`src/rtl/accalu_pkg.sv`:
```
package accalu_pkg;
  typedef enum logic [1:0] {
    OP_NONE = 2'b00,
    OP_ADD  = 2'b01,
    OP_ADDC = 2'b10,
    OP_SUBB = 2'b11
  } alu_op_e;

  localparam int PSW_W   = 8;
  localparam int B_CY    = 7;
  localparam int B_AC    = 6;
  localparam int B_F0    = 5;
  localparam int B_BANKH = 4;
  localparam int B_BANKL = 3;
  localparam int B_OV    = 2;
  localparam int B_PAR   = 0;
endpackage

```
`src/rtl/accalu_adder.sv`:
```
module accalu_adder
  import accalu_pkg::*;
#(
  parameter int DATA_W = 8,
  parameter int NIB_W  = 4
) (
  input  logic [DATA_W-1:0] a,
  input  logic [DATA_W-1:0] b,
  input  logic              cy_in,
  input  alu_op_e           op,
  output logic [DATA_W-1:0] res,
  output logic              cy,
  output logic              ac,
  output logic              ov
);
  localparam int LOW_W = DATA_W - 1;

  logic              sub;
  logic              cin;
  logic [DATA_W-1:0] b_eff;
  logic [NIB_W:0]    nib_sum;
  logic [LOW_W:0]    low_sum;
  logic [DATA_W:0]   full_sum;

  always_comb begin
    sub   = (op == OP_SUBB);
    b_eff = sub ? ~b : b;
    case (op)
      OP_ADDC: cin = cy_in;
      OP_SUBB: cin = ~cy_in;
      default: cin = 1'b0;
    endcase
    nib_sum  = {1'b0, a[NIB_W-1:0]} + {1'b0, b_eff[NIB_W-1:0]} + {{NIB_W{1'b0}}, cin};
    low_sum  = {1'b0, a[LOW_W-1:0]} + {1'b0, b_eff[LOW_W-1:0]} + {{LOW_W{1'b0}}, cin};
    full_sum = {1'b0, a} + {1'b0, b_eff} + {{DATA_W{1'b0}}, cin};
    res      = full_sum[DATA_W-1:0];
    cy       = sub ? ~full_sum[DATA_W] : full_sum[DATA_W];
    ac       = sub ? ~nib_sum[NIB_W] : nib_sum[NIB_W];
    ov       = low_sum[LOW_W] ^ full_sum[DATA_W];
  end
endmodule

```
`src/rtl/accalu_acc.sv`:
```
module accalu_acc #(
  parameter int DATA_W = 8
) (
  input  logic              clk,
  input  logic              rst,
  input  logic              arith_en,
  input  logic [DATA_W-1:0] arith_res,
  input  logic              mov_en,
  input  logic [DATA_W-1:0] mov_data,
  output logic [DATA_W-1:0] acc_q
);
  always_ff @(posedge clk) begin
    if (rst)           acc_q <= '0;
    else if (arith_en) acc_q <= arith_res;
    else if (mov_en)   acc_q <= mov_data;
  end
endmodule

```
`src/rtl/accalu_status.sv`:
```
module accalu_status
  import accalu_pkg::*;
#(
  parameter int DATA_W = 8
) (
  input  logic              clk,
  input  logic              rst,
  input  logic              arith_en,
  input  logic              cy_new,
  input  logic              ac_new,
  input  logic              ov_new,
  input  logic              wr_en,
  input  logic [PSW_W-1:0]  wr_data,
  input  logic [DATA_W-1:0] acc,
  output logic [PSW_W-1:0]  psw_q
);
  logic cy_r, ac_r, f0_r, ov_r;
  logic [1:0] bank_r;

  always_ff @(posedge clk) begin
    if (rst) begin
      cy_r   <= 1'b0;
      ac_r   <= 1'b0;
      ov_r   <= 1'b0;
      f0_r   <= 1'b0;
      bank_r <= 2'b00;
    end else begin
      if (arith_en) begin
        cy_r <= cy_new;
        ac_r <= ac_new;
        ov_r <= ov_new;
      end else if (wr_en) begin
        cy_r <= wr_data[B_CY];
        ac_r <= wr_data[B_AC];
        ov_r <= wr_data[B_OV];
      end
      if (wr_en) begin
        f0_r   <= wr_data[B_F0];
        bank_r <= wr_data[B_BANKH:B_BANKL];
      end
    end
  end

  always_comb begin
    psw_q                = '0;
    psw_q[B_CY]          = cy_r;
    psw_q[B_AC]          = ac_r;
    psw_q[B_F0]          = f0_r;
    psw_q[B_BANKH:B_BANKL] = bank_r;
    psw_q[B_OV]          = ov_r;
    psw_q[B_PAR]         = ^acc;
  end
endmodule

```
`src/rtl/accalu_top.sv`:
```
module accalu_top
  import accalu_pkg::*;
#(
  parameter int DATA_W = 8,
  parameter int NIB_W  = 4
) (
  input  logic              clk,
  input  logic              rst,
  input  logic [1:0]        alu_op,
  input  logic [DATA_W-1:0] opnd,
  input  logic              acc_we,
  input  logic [DATA_W-1:0] acc_wdata,
  input  logic              psw_we,
  input  logic [PSW_W-1:0]  psw_wdata,
  output logic [DATA_W-1:0] acc_q,
  output logic [PSW_W-1:0]  psw_q,
  output logic              cy_o,
  output logic              ac_o,
  output logic              ov_o,
  output logic              par_o,
  output logic              f0_o,
  output logic [1:0]        bank_o
);
  alu_op_e           op;
  logic              arith_en;
  logic [DATA_W-1:0] sum;
  logic              cy_n, ac_n, ov_n;

  assign op       = alu_op_e'(alu_op);
  assign arith_en = (op != OP_NONE);

  accalu_adder #(.DATA_W(DATA_W), .NIB_W(NIB_W)) u_add (
    .a(acc_q), .b(opnd), .cy_in(psw_q[B_CY]), .op(op),
    .res(sum), .cy(cy_n), .ac(ac_n), .ov(ov_n)
  );

  accalu_acc #(.DATA_W(DATA_W)) u_acc (
    .clk(clk), .rst(rst), .arith_en(arith_en), .arith_res(sum),
    .mov_en(acc_we), .mov_data(acc_wdata), .acc_q(acc_q)
  );

  accalu_status #(.DATA_W(DATA_W)) u_st (
    .clk(clk), .rst(rst), .arith_en(arith_en), .cy_new(cy_n),
    .ac_new(ac_n), .ov_new(ov_n), .wr_en(psw_we), .wr_data(psw_wdata),
    .acc(acc_q), .psw_q(psw_q)
  );

  assign cy_o   = psw_q[B_CY];
  assign ac_o   = psw_q[B_AC];
  assign ov_o   = psw_q[B_OV];
  assign par_o  = psw_q[B_PAR];
  assign f0_o   = psw_q[B_F0];
  assign bank_o = psw_q[B_BANKH:B_BANKL];

  AST_PARITY_FOLLOWS_ACC: assert property (@(posedge clk) disable iff (rst) par_o == ^acc_q);
  AST_ARITH_FLAGS: assert property (@(posedge clk) disable iff (rst) arith_en |=> (cy_o == $past(cy_n) && ac_o == $past(ac_n) && ov_o == $past(ov_n)));
  AST_ARITH_WINS_ACC: assert property (@(posedge clk) disable iff (rst) arith_en |=> acc_q == $past(sum));
  AST_PSW_WRITE: assert property (@(posedge clk) disable iff (rst) (psw_we && !arith_en) |=> psw_q[PSW_W-1:1] == {$past(psw_wdata[PSW_W-1:2]), 1'b0});
  AST_FLAGS_HOLD: assert property (@(posedge clk) disable iff (rst) (!psw_we && !arith_en) |=> $stable(psw_q[PSW_W-1:1]));
  AST_MOVE_LOADS: assert property (@(posedge clk) disable iff (rst) (acc_we && !arith_en) |=> acc_q == $past(acc_wdata));
endmodule

```
`config.mk`:
```
export PLATFORM = sky130hd
export DESIGN_NAME = accalu_top
export DESIGN_NICKNAME = d
export VERILOG_FILES = /design/src/rtl/accalu_pkg.sv /design/src/rtl/accalu_adder.sv /design/src/rtl/accalu_acc.sv /design/src/rtl/accalu_status.sv /design/src/rtl/accalu_top.sv
export SDC_FILE = /design/constraint.sdc
export NUM_CORES = 1
export LEC_CHECK = 0
export ABC_AREA = 1
export BUFFER_PORTS_ARGS = -buffer_cell sky130_fd_sc_hd__buf_2
export CORE_AREA = 2 2 60 51
export DETAILED_ROUTE_END_ITERATION = 16
export DIE_AREA = 0 0 62 53
export PLACE_DENSITY = 0.9
export SYNTH_ARGS = -nofsm -noshare
export SYNTH_HDL_FRONTEND = slang
export SYNTH_SLANG_ARGS = --single-unit
```
`constraint.sdc`:
```
create_clock -name clk -period 2.5 [get_ports clk]
set_input_delay 0.25 -clock clk [delete_from_list [all_inputs] [get_ports clk]]
set_output_delay 0.25 -clock clk [all_outputs]
set_load 0.01 [all_outputs]
```
==> flow_metrics.py, run 1 <==
metrics = {
    "clock_tree": {
        "htreeDepth": 1,
        "cts.sinks": 14,
        "root_buffer": "clkbuf_4",
        "cts_tree": "built",
        "clk_pin_slew_ns": 0.09,
        "cts_buffers": 3,
        "clock_latency_ns": 0.28,
        "cts.path.max_buffers": 2,
        "cts_setup_buffers": 0,
        "holdBufCountCts": 0,
        "ctsResizeCount": 0,
    },
    "sta": {
        "rsz0062_at_grt": "false",
        "worst_clock_skew_ns": 0.008719,
        "fmax_ghz": 0.4486,
        "finalCritPeriodShare": 0.8917,
        "hold_violations": 0,
        "layout_setup_ws_ns": 0.2706,
        "final.min_clock_period_ns": 2.229,
        "finalMaxSlewViolations": 0,
        "setup_viol": 0,
        "finalSetupTns_ns": 0,
    },
    "global_route": {
        "grt_max_degree": 15,
        "grt_pass1_vias": 1121,
        "antenna_found_initial": 0,
        "grt_pass1_wl_mm": 4.567,
        "grt_usage": 0.1903,
        "grt_overflow": 0,
    },
    "critical_path": {
        "cp_num_buf_inv": 1,
        "path_class": "register to register",
        "worstSetupEndpointType": "register",
        "crit_family": "adder cells",
        "start_kind": "register",
        "cp.required_ns": 2.66,
        "slowest_stage": "fa_1",
        "crit_chain": "o21ai_0 > a21oi_1 > fa_1 > fa_1 > nand2_1 > nand2_1 > nand2_1 > inv_1 > nand2_1 > nand2_1 > nand2_1 > nand3_1 > nand2_1 > a21oi_1",
        "max_stage_delay_ns": 0.42,
        "path_common_cell": "nand2_1",
        "arrival_ns": 2.39,
        "crit_fanout": 5,
    },
    "logic_synthesis": {
        "synth_fp_nets": 230,
        "synthesis.area_um2": 1246,
        "synth_flop_cell": "dfxtp_1",
        "syn_inst": 191,
        "synth_most_common_cell": "nand2_1",
        "avgSynthCellArea_um2": 6.525,
        "synthTopCellsByArea": "dfxtp_1, nand2_1, xnor2_1, ha_1, a21oi_1",
        "async_flop_share": 0,
        "yosysSeqAreaShare": 0.2249,
        "yosysTopAreaCell": "dfxtp_1",
        "synth_top_area_share": 0.2249,
        "synth_seq_cells": 14,
        "synth_enable_flop_cells": 0,
        "synth.distinct_cells": 24,
        "yosysWarnings": 0,
        "synth_commonest_cells": "nand2_1, nor2_1, inv_1, a21oi_1, xnor2_1",
    },
    "placed_design": {
        "gp_congestion": 0.9237,
        "hpwl_mm": 2.244,
        "io_buffers": 49,
        "post-place-ws_ns": 0.2373,
        "place_area_um2": 1464,
    },
    "routing": {
        "routed_wl_mm": 2.759,
        "avgViaCountPerCell": 4.717,
        "drtPass1Iterations": 4,
        "drt_iter0_drc": 35,
        "vias": 1283,
        "drc": 0,
        "antenna_left": 0,
        "wire_per_inst_um": 10.14,
    },
    "die": {
        "num_io_pins": 53,
        "core_um2": 2659,
        "fp-row-count": 17,
        "die_area_um2": 3286,
        "dieWidth_um": 62,
        "die_y_um": 53,
        "start_util": 0.4687,
    },
    "final_layout": {
        "syn_to_final_growth_pct": 20.38,
        "finalNetCount": 274,
        "layout-drive-gt1-share": 0.2521,
        "fill_cells": 264,
        "antenna_cells": 0,
        "final_cell_area_um2": 1500,
    },
    "pwr": {
        "vdd_drop_max_uv": 255.3,
        "power_density_nw_per_um2": 757.1,
        "power.leakage_nw": 0.7908,
        "p_total_mw": 1.136,
    },
    "run": {
        "cap_violations": 0,
    },
    "worst_hold_path": {
        "hold_class": "primary input to register",
    },
    "status": {
        "run_status": "finished clean",
    },
}
==> cell usage in the layout, fill, tap and decap left out <==
| cell type | count |
|---|---|
| o21ai_0 | 3 |
| nand2_2 | 1 |
| o211ai_1 | 2 |
| inv_1 | 17 |
| ha_1 | 7 |
| nor2_1 | 21 |
| inv_4 | 1 |
| conb_1 | 1 |
| xnor2_1 | 16 |
| buf_4 | 1 |
| nand2_1 | 59 |
| fa_1 | 2 |
| buf_2 | 49 |
| or2_1 | 2 |
| clkinv_1 | 1 |
| nor2_2 | 2 |
| a21oi_1 | 16 |
| xor2_1 | 2 |
| dfxtp_1 | 14 |
| a311oi_1 | 2 |
| o21ai_1 | 3 |
| nor2_4 | 1 |
| nand3_1 | 7 |
| clkbuf_4 | 3 |
| clkbuf_8 | 1 |
==> path summary, 6_finish.rpt <==
path / depth (start not counted) / to / slack (ns) / from
setup reg to reg: 14 / u_acc.acc_q[6]$_SDFFE_PP0P_ / 0.27 / u_st.cy_r$_SDFFE_PP0P_
setup / recovery: 14 / u_acc.acc_q[6]$_SDFFE_PP0P_ / 0.27 / u_st.cy_r$_SDFFE_PP0P_
hold / removal: 3 / u_st.bank_r[0]$_SDFFE_PP0P_ / 0.22 / psw_wdata[3]
hold reg to reg: 2 / u_st.f0_r$_SDFFE_PP0P_ / 0.47 / u_st.f0_r$_SDFFE_PP0P_
==> layer usage <==
| metal | vias up | global-route usage | part of all wire |
|---|---|---|---|
| met2 | 37 | 0.3351 | 0.48 |
| met4 | 0 | 0.09220 | 0.018 |
| met1 | 566 | 0.2219 | 0.46 |
| met5 | - | 0 | 0 |
| met3 | 5 | 0.02445 | 0.047 |
| li1 | 675 | - | - |
==> flip-flops by register name, indices dropped and copies added, names as in the netlist <==
name and flops:
u_st.ov_r 1, u_st.bank_r 2, u_acc.acc_q 8, u_st.f0_r 1, u_st.cy_r 1, u_st.ac_r 1
==> worst register-to-register path, cell delays in order (launching register included) <==
cell and delay (ns):
dfxtp_1 0.35, o21ai_0 0.17, a21oi_1 0.07, fa_1 0.42, fa_1 0.42, nand2_1 0.07, nand2_1 0.07, nand2_1 0.09
inv_1 0.08, nand2_1 0.08, nand2_1 0.06, nand2_1 0.06, nand3_1 0.06, nand2_1 0.06, a21oi_1 0.05
==> report_power, final <==
group	leakage [nW]	switching, mW	internal (mW)	total (mW)
clock network	0.0210	0.0750	0.0887	0.164
registers	0.116	0.0508	0.264	0.315
logic	0.653	0.367	0.290	0.657
==> area by class of cell <==
| cell class | instances | area [um^2] | share of cell area |
|---|---|---|---|
| flip-flops and latches | 14 | 280.3 | 0.1868 |
| multi-input cells | 147 | 809.5 | 0.5396 |
| inverters | 19 | 73.82 | 0.04921 |
| repair buffers | 50 | 252.7 | 0.1685 |
| clock buffers | 4 | 36.28 | 0.02419 |
| well taps | 38 | 47.55 | 0.03169 |
==> kinds of logic after synthesis <==
| family | after synthesis | share of synthesized area |
|---|---|---|
| AOI/OAI and AO/OA | 26 | 0.1145 |
| xor gates and xnor gates | 18 | 0.1265 |
| adders and majority gates | 9 | 0.1024 |
| buffers and inverters | 30 | 0.1255 |
| DFF | 14 | 0.2249 |
| other | 1 | 0.003009 |
| and+or+nand+nor | 93 | 0.3032 |
==> metrics by stage <==
step | utilization | std cells | hold WS [ns]
after global routing | 0.5642 | 272 | 0.2294
after detailed placement | 0.5506 | 268 | 0.4658
after CTS | 0.5642 | 272 | 0.2077
final | 0.5642 | 272 | 0.2156
after floorplan | - | 191 | 0.3191
after global placement | 0.5506 | 268 | 0.4593
No activity file was read; power rests on OpenSTA's default activity.
==> run 2: changes to the inputs <==
--- a/config.mk
+++ b/config.mk
@@ -7,9 +7,11 @@
 export LEC_CHECK = 0
 export ABC_AREA = 1
 export BUFFER_PORTS_ARGS = -buffer_cell sky130_fd_sc_hd__buf_2
-export CORE_AREA = 2 2 60 51
+export CELL_PAD_IN_SITES_DETAIL_PLACEMENT = 0
+export CELL_PAD_IN_SITES_GLOBAL_PLACEMENT = 1
+export CORE_AREA = 2 2 73 61
 export DETAILED_ROUTE_END_ITERATION = 16
-export DIE_AREA = 0 0 62 53
+export DIE_AREA = 0 0 75 63
 export PLACE_DENSITY = 0.9
 export SYNTH_ARGS = -nofsm -noshare
 export SYNTH_HDL_FRONTEND = slang
==> run 2 against run 1 <==
Wire length up 5.8%. Fmax up 0.70%. Utilization is 18 points lower. First-iteration DRC count is 43% higher. Cell count grew 6.6%. Largest cell class unchanged.
==> flow_metrics.py, run 2 (synthesized netlist as in run 1, its figures left out) <==
metrics = {
    "status": {
        "run_status": "finished clean",
    },
    "critical_path": {
        "timing.rr.start": "u_st.cy_r$_SDFFE_PP0P_",
        "path_common_cell": "nand2_1",
        "crit_fanout": 5,
        "startpoint": "u_st.cy_r$_SDFFE_PP0P_",
        "start_kind": "register",
        "path_class": "register to register",
        "r2r-end": "u_acc.acc_q[6]$_SDFFE_PP0P_",
        "worstSetupEndpointType": "register",
        "crit_chain": "o21ai_0 > a21oi_1 > fa_1 > fa_1 > nand2_1 > nand2_1 > nand2_1 > inv_1 > nand2_1 > nand2_1 > nand2_1 > nand3_1 > nand2_1 > a21oi_1",
        "arrival_ns": 2.34,
        "cp-endpoint": "u_acc.acc_q[6]$_SDFFE_PP0P_",
        "slowest_stage": "fa_1",
        "reg2reg_setup_slack_ns": 0.29,
        "ff2ff_path_depth": 14,
        "cp.required_ns": 2.62,
        "max_stage_delay_ns": 0.42,
    },
    "pwr": {
        "power.leakage_nw": 0.7914,
        "vdd_drop_max_uv": 225.8,
        "power_density_nw_per_um2": 753.4,
    },
    "clock_tree": {
        "cts_setup_buffers": 0,
        "holdBufCountCts": 0,
        "root_buffer": "clkbuf_8",
        "clock_latency_ns": 0.24,
        "cts.sinks": 14,
        "cts.path.max_buffers": 2,
        "cts_tree": "built",
        "ctsResizeCount": 0,
        "htreeDepth": 1,
        "cts_buffers": 3,
        "clk_pin_slew_ns": 0.06,
    },
    "die": {
        "num_io_pins": 53,
        "start_util": 0.3100,
        "die_area_um2": 4725,
        "fp-row-count": 21,
        "core_um2": 4020,
        "die_y_um": 63,
        "dieWidth_um": 75,
    },
    "global_route": {
        "grt_usage": 0.1283,
        "grt_max_degree": 15,
        "grt_overflow": 0,
        "grt_pass1_wl_mm": 4.795,
        "antenna_found_initial": 0,
        "grt_pass1_vias": 1078,
    },
    "routing": {
        "vias": 1260,
        "drt_iter0_drc": 50,
        "wire_per_inst_um": 10.06,
        "antenna_left": 0,
        "routed_wl_mm": 2.918,
        "drtPass1Iterations": 4,
        "drc": 0,
        "avgViaCountPerCell": 4.345,
    },
    "final_layout": {
        "final_common_cell": "nand2_1",
        "layout-drive-gt1-share": 0.2489,
        "final_core_util": 0.3803,
        "final_cell_mix": "nand2_1, buf_2, nor2_1",
        "regMostFlops": "u_acc.acc_q",
        "antenna_cells": 0,
        "largest_reg_flops": 8,
        "syn_to_final_growth_pct": 22.69,
        "finalNetCount": 274,
        "top_regs": "u_acc.acc_q x8, u_st.bank_r x2",
    },
    "sta": {
        "hold_violations": 0,
        "fmax_ghz": 0.4517,
        "setup_viol": 0,
        "finalSetupTns_ns": 0,
        "finalCritPeriodShare": 0.8856,
        "rsz0062_at_grt": "false",
        "finalMaxSlewViolations": 0,
        "worst_clock_skew_ns": 0.0006394,
        "final.min_clock_period_ns": 2.214,
    },
    "placed_design": {
        "gp_congestion": 0.7997,
        "io_buffers": 49,
        "hpwl_mm": 2.336,
    },
    "run": {
        "cap_violations": 0,
    },
    "worst_hold_path": {
        "hold_class": "primary input to register",
    },
}
run 2: through the flow:
step / setup slack (ns) / hold WS [ns] / instance area (um^2) / power, mW / instances
2_1_floorplan: 0.4037 / 0.3191 / 1246 / 0.8227 / 191
3_3_place_gp: 0.2524 / 0.4561 / 1488 / 0.9746 / 287
3_5_place_dp: 0.2299 / 0.4674 / 1488 / 0.9791 / 287
4_1_cts: 0.2736 / 0.2452 / 1529 / 1.166 / 290
5_1_grt: 0.05849 / 0.2658 / 1529 / 1.273 / 290
6_report: 0.2860 / 0.2491 / 1529 / 1.152 / 290
run 2: worst min path at each step:
stage,from,endpoint,slack (ns),depth (start not counted)
2_1_floorplan,rst,u_acc.acc_q[2]$_SDFFE_PP0P_,0.32,1
3_3_place_gp,u_st.bank_r[1]$_SDFFE_PP0P_,u_st.bank_r[1]$_SDFFE_PP0P_,0.46,2
3_5_place_dp,u_st.bank_r[0]$_SDFFE_PP0P_,u_st.bank_r[0]$_SDFFE_PP0P_,0.47,2
4_1_cts,psw_wdata[3],u_st.bank_r[0]$_SDFFE_PP0P_,0.25,3
5_1_grt,psw_wdata[4],u_st.bank_r[1]$_SDFFE_PP0P_,0.27,3
6_report,psw_wdata[3],u_st.bank_r[0]$_SDFFE_PP0P_,0.25,3
run 2: layout make-up:
class	count	area [um^2]
Timing Repair Buffer	50	252.7
Multi-Input combinational cell	147	809.5
Fill cell	461	2491
Inverter	19	73.82
Tap cell	57	71.32
Sequential cell	14	280.3
Clock buffer	3	41.29
run 2: worst max-delay path: cells and delay by family (launching register included):
kind / cells / cell delay [ns]
compound gates: 3 / 0.29
fa+ha+maj: 2 / 0.83
buf+inv: 1 / 0.08
flops: 1 / 0.34
simple gates: 8 / 0.55
run 2: power breakdown:
part,switching [mW],internal (mW)
registers,0.0516,0.265
clock network,0.0797,0.107
logic,0.360,0.290
run 2: per-layer routing:
layer / track usage / part of all wire / vias to the layer above / wire [um]
met1: 0.1793 / 0.47 / 540 / 1373
met5: 0 / 0 / - / 0
met2: 0.1996 / 0.45 / 43 / 1318
met4: 0.04018 / 0.0034 / 0 / 10
met3: 0.01935 / 0.074 / 2 / 216
li1: - / - / 675 / -
==> run 3: changes to the inputs <==
--- a/config.mk
+++ b/config.mk
@@ -5,14 +5,13 @@
 export SDC_FILE = /design/constraint.sdc
 export NUM_CORES = 1
 export LEC_CHECK = 0
-export ABC_AREA = 1
 export BUFFER_PORTS_ARGS = -buffer_cell sky130_fd_sc_hd__buf_2
 export CELL_PAD_IN_SITES_DETAIL_PLACEMENT = 0
 export CELL_PAD_IN_SITES_GLOBAL_PLACEMENT = 1
-export CORE_AREA = 2 2 73 61
+export CORE_AREA = 2 2 70 59
 export DETAILED_ROUTE_END_ITERATION = 16
-export DIE_AREA = 0 0 75 63
-export PLACE_DENSITY = 0.9
+export DIE_AREA = 0 0 72 61
+export PLACE_DENSITY = 0.89
 export SYNTH_ARGS = -nofsm -noshare
 export SYNTH_HDL_FRONTEND = slang
 export SYNTH_SLANG_ARGS = --single-unit
==> run 3 against run 2 <==
Utilization up 3.2 points. Clock power is 22% higher. Non-clock buffer count rose by 6.
==> flow_metrics.py, run 3 <==
metrics = {
    "clock_tree": {
        "cts_tree": "built",
        "root_buffer": "clkbuf_8",
        "clock_latency_ns": 0.25,
        "cts.path.max_buffers": 2,
        "cts_buffers": 3,
        "cts.sinks": 14,
        "holdBufCountCts": 0,
        "htreeDepth": 1,
        "clk_pin_slew_ns": 0.06,
    },
    "logic_synthesis": {
        "synth_commonest_cells": "xnor2_1, dfxtp_1, nor2_1, a211oi_1, mux2i_1",
        "synth_fp_nets": 170,
        "synth_top_area_share": 0.2370,
        "avgSynthCellArea_um2": 9.026,
        "synth_seq_cells": 14,
        "synth_flop_cell": "dfxtp_1",
        "synth.distinct_cells": 31,
        "syn_inst": 131,
        "synth_enable_flop_cells": 0,
        "synth_most_common_cell": "xnor2_1",
        "yosysSeqAreaShare": 0.2370,
        "yosysTopAreaCell": "dfxtp_1",
        "yosysWarnings": 0,
        "synthesis.area_um2": 1182,
        "synthTopCellsByArea": "dfxtp_1, xnor2_1, mux2i_1, a211oi_1, ha_1",
        "async_flop_share": 0,
    },
    "final_layout": {
        "final_core_util": 0.4122,
        "syn_to_final_growth_pct": 28.25,
        "antenna_cells": 0,
        "top_regs": "u_acc.acc_q x8, u_st.bank_r x2",
        "fill_cells": 375,
        "regMostFlops": "u_acc.acc_q",
        "finalNetCount": 217,
        "final_cell_area_um2": 1516,
        "fin_cells": 221,
        "final_common_cell": "buf_2",
        "layout-drive-gt1-share": 0.3842,
        "final_cell_mix": "buf_2, xnor2_1, dfxtp_1",
        "largest_reg_flops": 8,
    },
    "global_route": {
        "grt_pass1_wl_mm": 4.181,
        "grt_max_degree": 16,
        "grt_overflow": 0,
        "grt_usage": 0.1269,
        "antenna_found_initial": 0,
        "grt_pass1_vias": 886,
    },
    "die": {
        "die_y_um": 61,
        "die_area_um2": 4392,
        "core_um2": 3679,
        "dieWidth_um": 72,
        "fp-row-count": 20,
        "num_io_pins": 53,
        "start_util": 0.3214,
    },
    "placed_design": {
        "dp.cells": 217,
        "gp_congestion": 0.8338,
        "io_buffers": 49,
        "place_area_um2": 1459,
        "hpwl_mm": 2.213,
        "post-place-ws_ns": -0.0009961,
    },
    "routing": {
        "drtPass1Iterations": 4,
        "drc": 0,
        "drt_iter0_drc": 58,
        "vias": 1052,
        "avgViaCountPerCell": 4.760,
        "wire_per_inst_um": 12.34,
        "antenna_left": 0,
        "routed_wl_mm": 2.727,
    },
    "critical_path": {
        "max_stage_delay_ns": 0.39,
        "start_kind": "register",
        "crit_fanout": 4,
        "reg2reg_setup_slack_ns": 0.13,
        "r2r-end": "u_st.cy_r$_SDFFE_PP0P_",
        "cp_num_buf_inv": 0,
        "timing.rr.start": "u_st.cy_r$_SDFFE_PP0P_",
        "cp.required_ns": 2.67,
        "worstSetupEndpointType": "register",
        "crit_chain": "xor2_1 > and2_1 > fa_2 > fa_1 > a21o_1 > a21oi_4 > o211a_4 > nor2_1 > nor4_2",
        "crit_family": "adder cells",
        "arrival_ns": 2.53,
        "path_class": "register to register",
        "slowest_stage": "fa_1",
        "cp.depth": 9,
        "ff2ff_path_depth": 9,
    },
    "pwr": {
        "power_density_nw_per_um2": 936.7,
        "vdd_drop_max_uv": 413.9,
        "power.leakage_nw": 0.7202,
        "p_total_mw": 1.420,
    },
    "sta": {
        "final.min_clock_period_ns": 2.369,
        "setup_viol": 0,
        "worst_clock_skew_ns": 0.001540,
        "rsz0062_at_grt": "false",
        "fmax_ghz": 0.4221,
        "finalMaxSlewViolations": 0,
        "layout_setup_ws_ns": 0.1307,
        "finalSetupTns_ns": 0,
        "hold_violations": 0,
        "whs_ns": 0.2329,
        "finalCritPeriodShare": 0.9477,
    },
    "worst_hold_path": {
        "min_path_cells": 3,
        "worstHoldStart": "psw_wdata[5]",
        "min_to": "u_st.f0_r$_SDFFE_PP0P_",
        "hold_class": "primary input to register",
    },
    "run": {
        "cap_violations": 0,
    },
    "status": {
        "run_status": "finished clean",
    },
}
## run 3: layout make-up
| type | instances | area (um^2) | area share |
|---|---|---|---|
| multi-input combinational | 101 | 820.8 | 0.5413 |
| inverter | 2 | 7.507 | 0.004951 |
| sequential | 14 | 280.3 | 0.1848 |
| tap | 44 | 55.05 | 0.03630 |
| timing repair buffer | 56 | 297.8 | 0.1964 |
| clock buffer | 4 | 55.05 | 0.03630 |
## run 3: worst max-delay path by stage
stage                                start  slack, ns                          end
floorplan                        alu_op[1]      0.008  u_acc.acc_q[6]$_SDFFE_PP0P_
global placement                 alu_op[0]       0.02  u_acc.acc_q[6]$_SDFFE_PP0P_
detailed placement               alu_op[0]     -0.001       u_st.cy_r$_SDFFE_PP0P_
CTS                 u_st.cy_r$_SDFFE_PP0P_      0.007       u_st.cy_r$_SDFFE_PP0P_
global route        u_st.cy_r$_SDFFE_PP0P_       0.02  u_acc.acc_q[6]$_SDFFE_PP0P_
finish              u_st.cy_r$_SDFFE_PP0P_       0.13       u_st.cy_r$_SDFFE_PP0P_
## run 3: tightest hold or removal path, stage by stage
cell	delay (ns)
buf_2	0.07
mux2i_1	0.05
nor2_1	0.07
## run 3: kinds of logic (layout without fill, tap and decap cells)
logic type               after synthesis  in the layout  synth area share
buffers and inverters                 16             62           0.07725
multiplexers                          10             10           0.08466
flip-flops                            14             14            0.2370
AO/OA/AOI/OAI                         33             33            0.2085
XOR/XNOR                              24             24            0.1778
AND/OR/NAND/NOR                       24             24            0.1037
other                                  1              1          0.003172
adder cells (fa/ha/maj)                9              9            0.1079
## run 3: what timing repair did
item                                    in CTS  in global routing
buffers inserted                             0                  0
resized for setup                            0                  2
endpoints found under the setup margin       0                  5
## run 3: report_power, final
part | internal (mW) | total, mW | leakage (nW) | switching, mW
combinational | 0.419 | 0.849 | 0.575 | 0.430
clock | 0.140 | 0.226 | 0.0288 | 0.0864
sequential | 0.278 | 0.345 | 0.116 | 0.0673
total | 0.837 | 1.42 | 0.720 | 0.584
## run 3: routing by layer
metal / vias up / track usage / part of all wire
li1: 546 / - / -
met1: 479 / 0.1816 / 0.50
met2: 24 / 0.1892 / 0.45
met3: 3 / 0.01495 / 0.036
met4: 0 / 0.06469 / 0.012
met5: - / 0 / 0
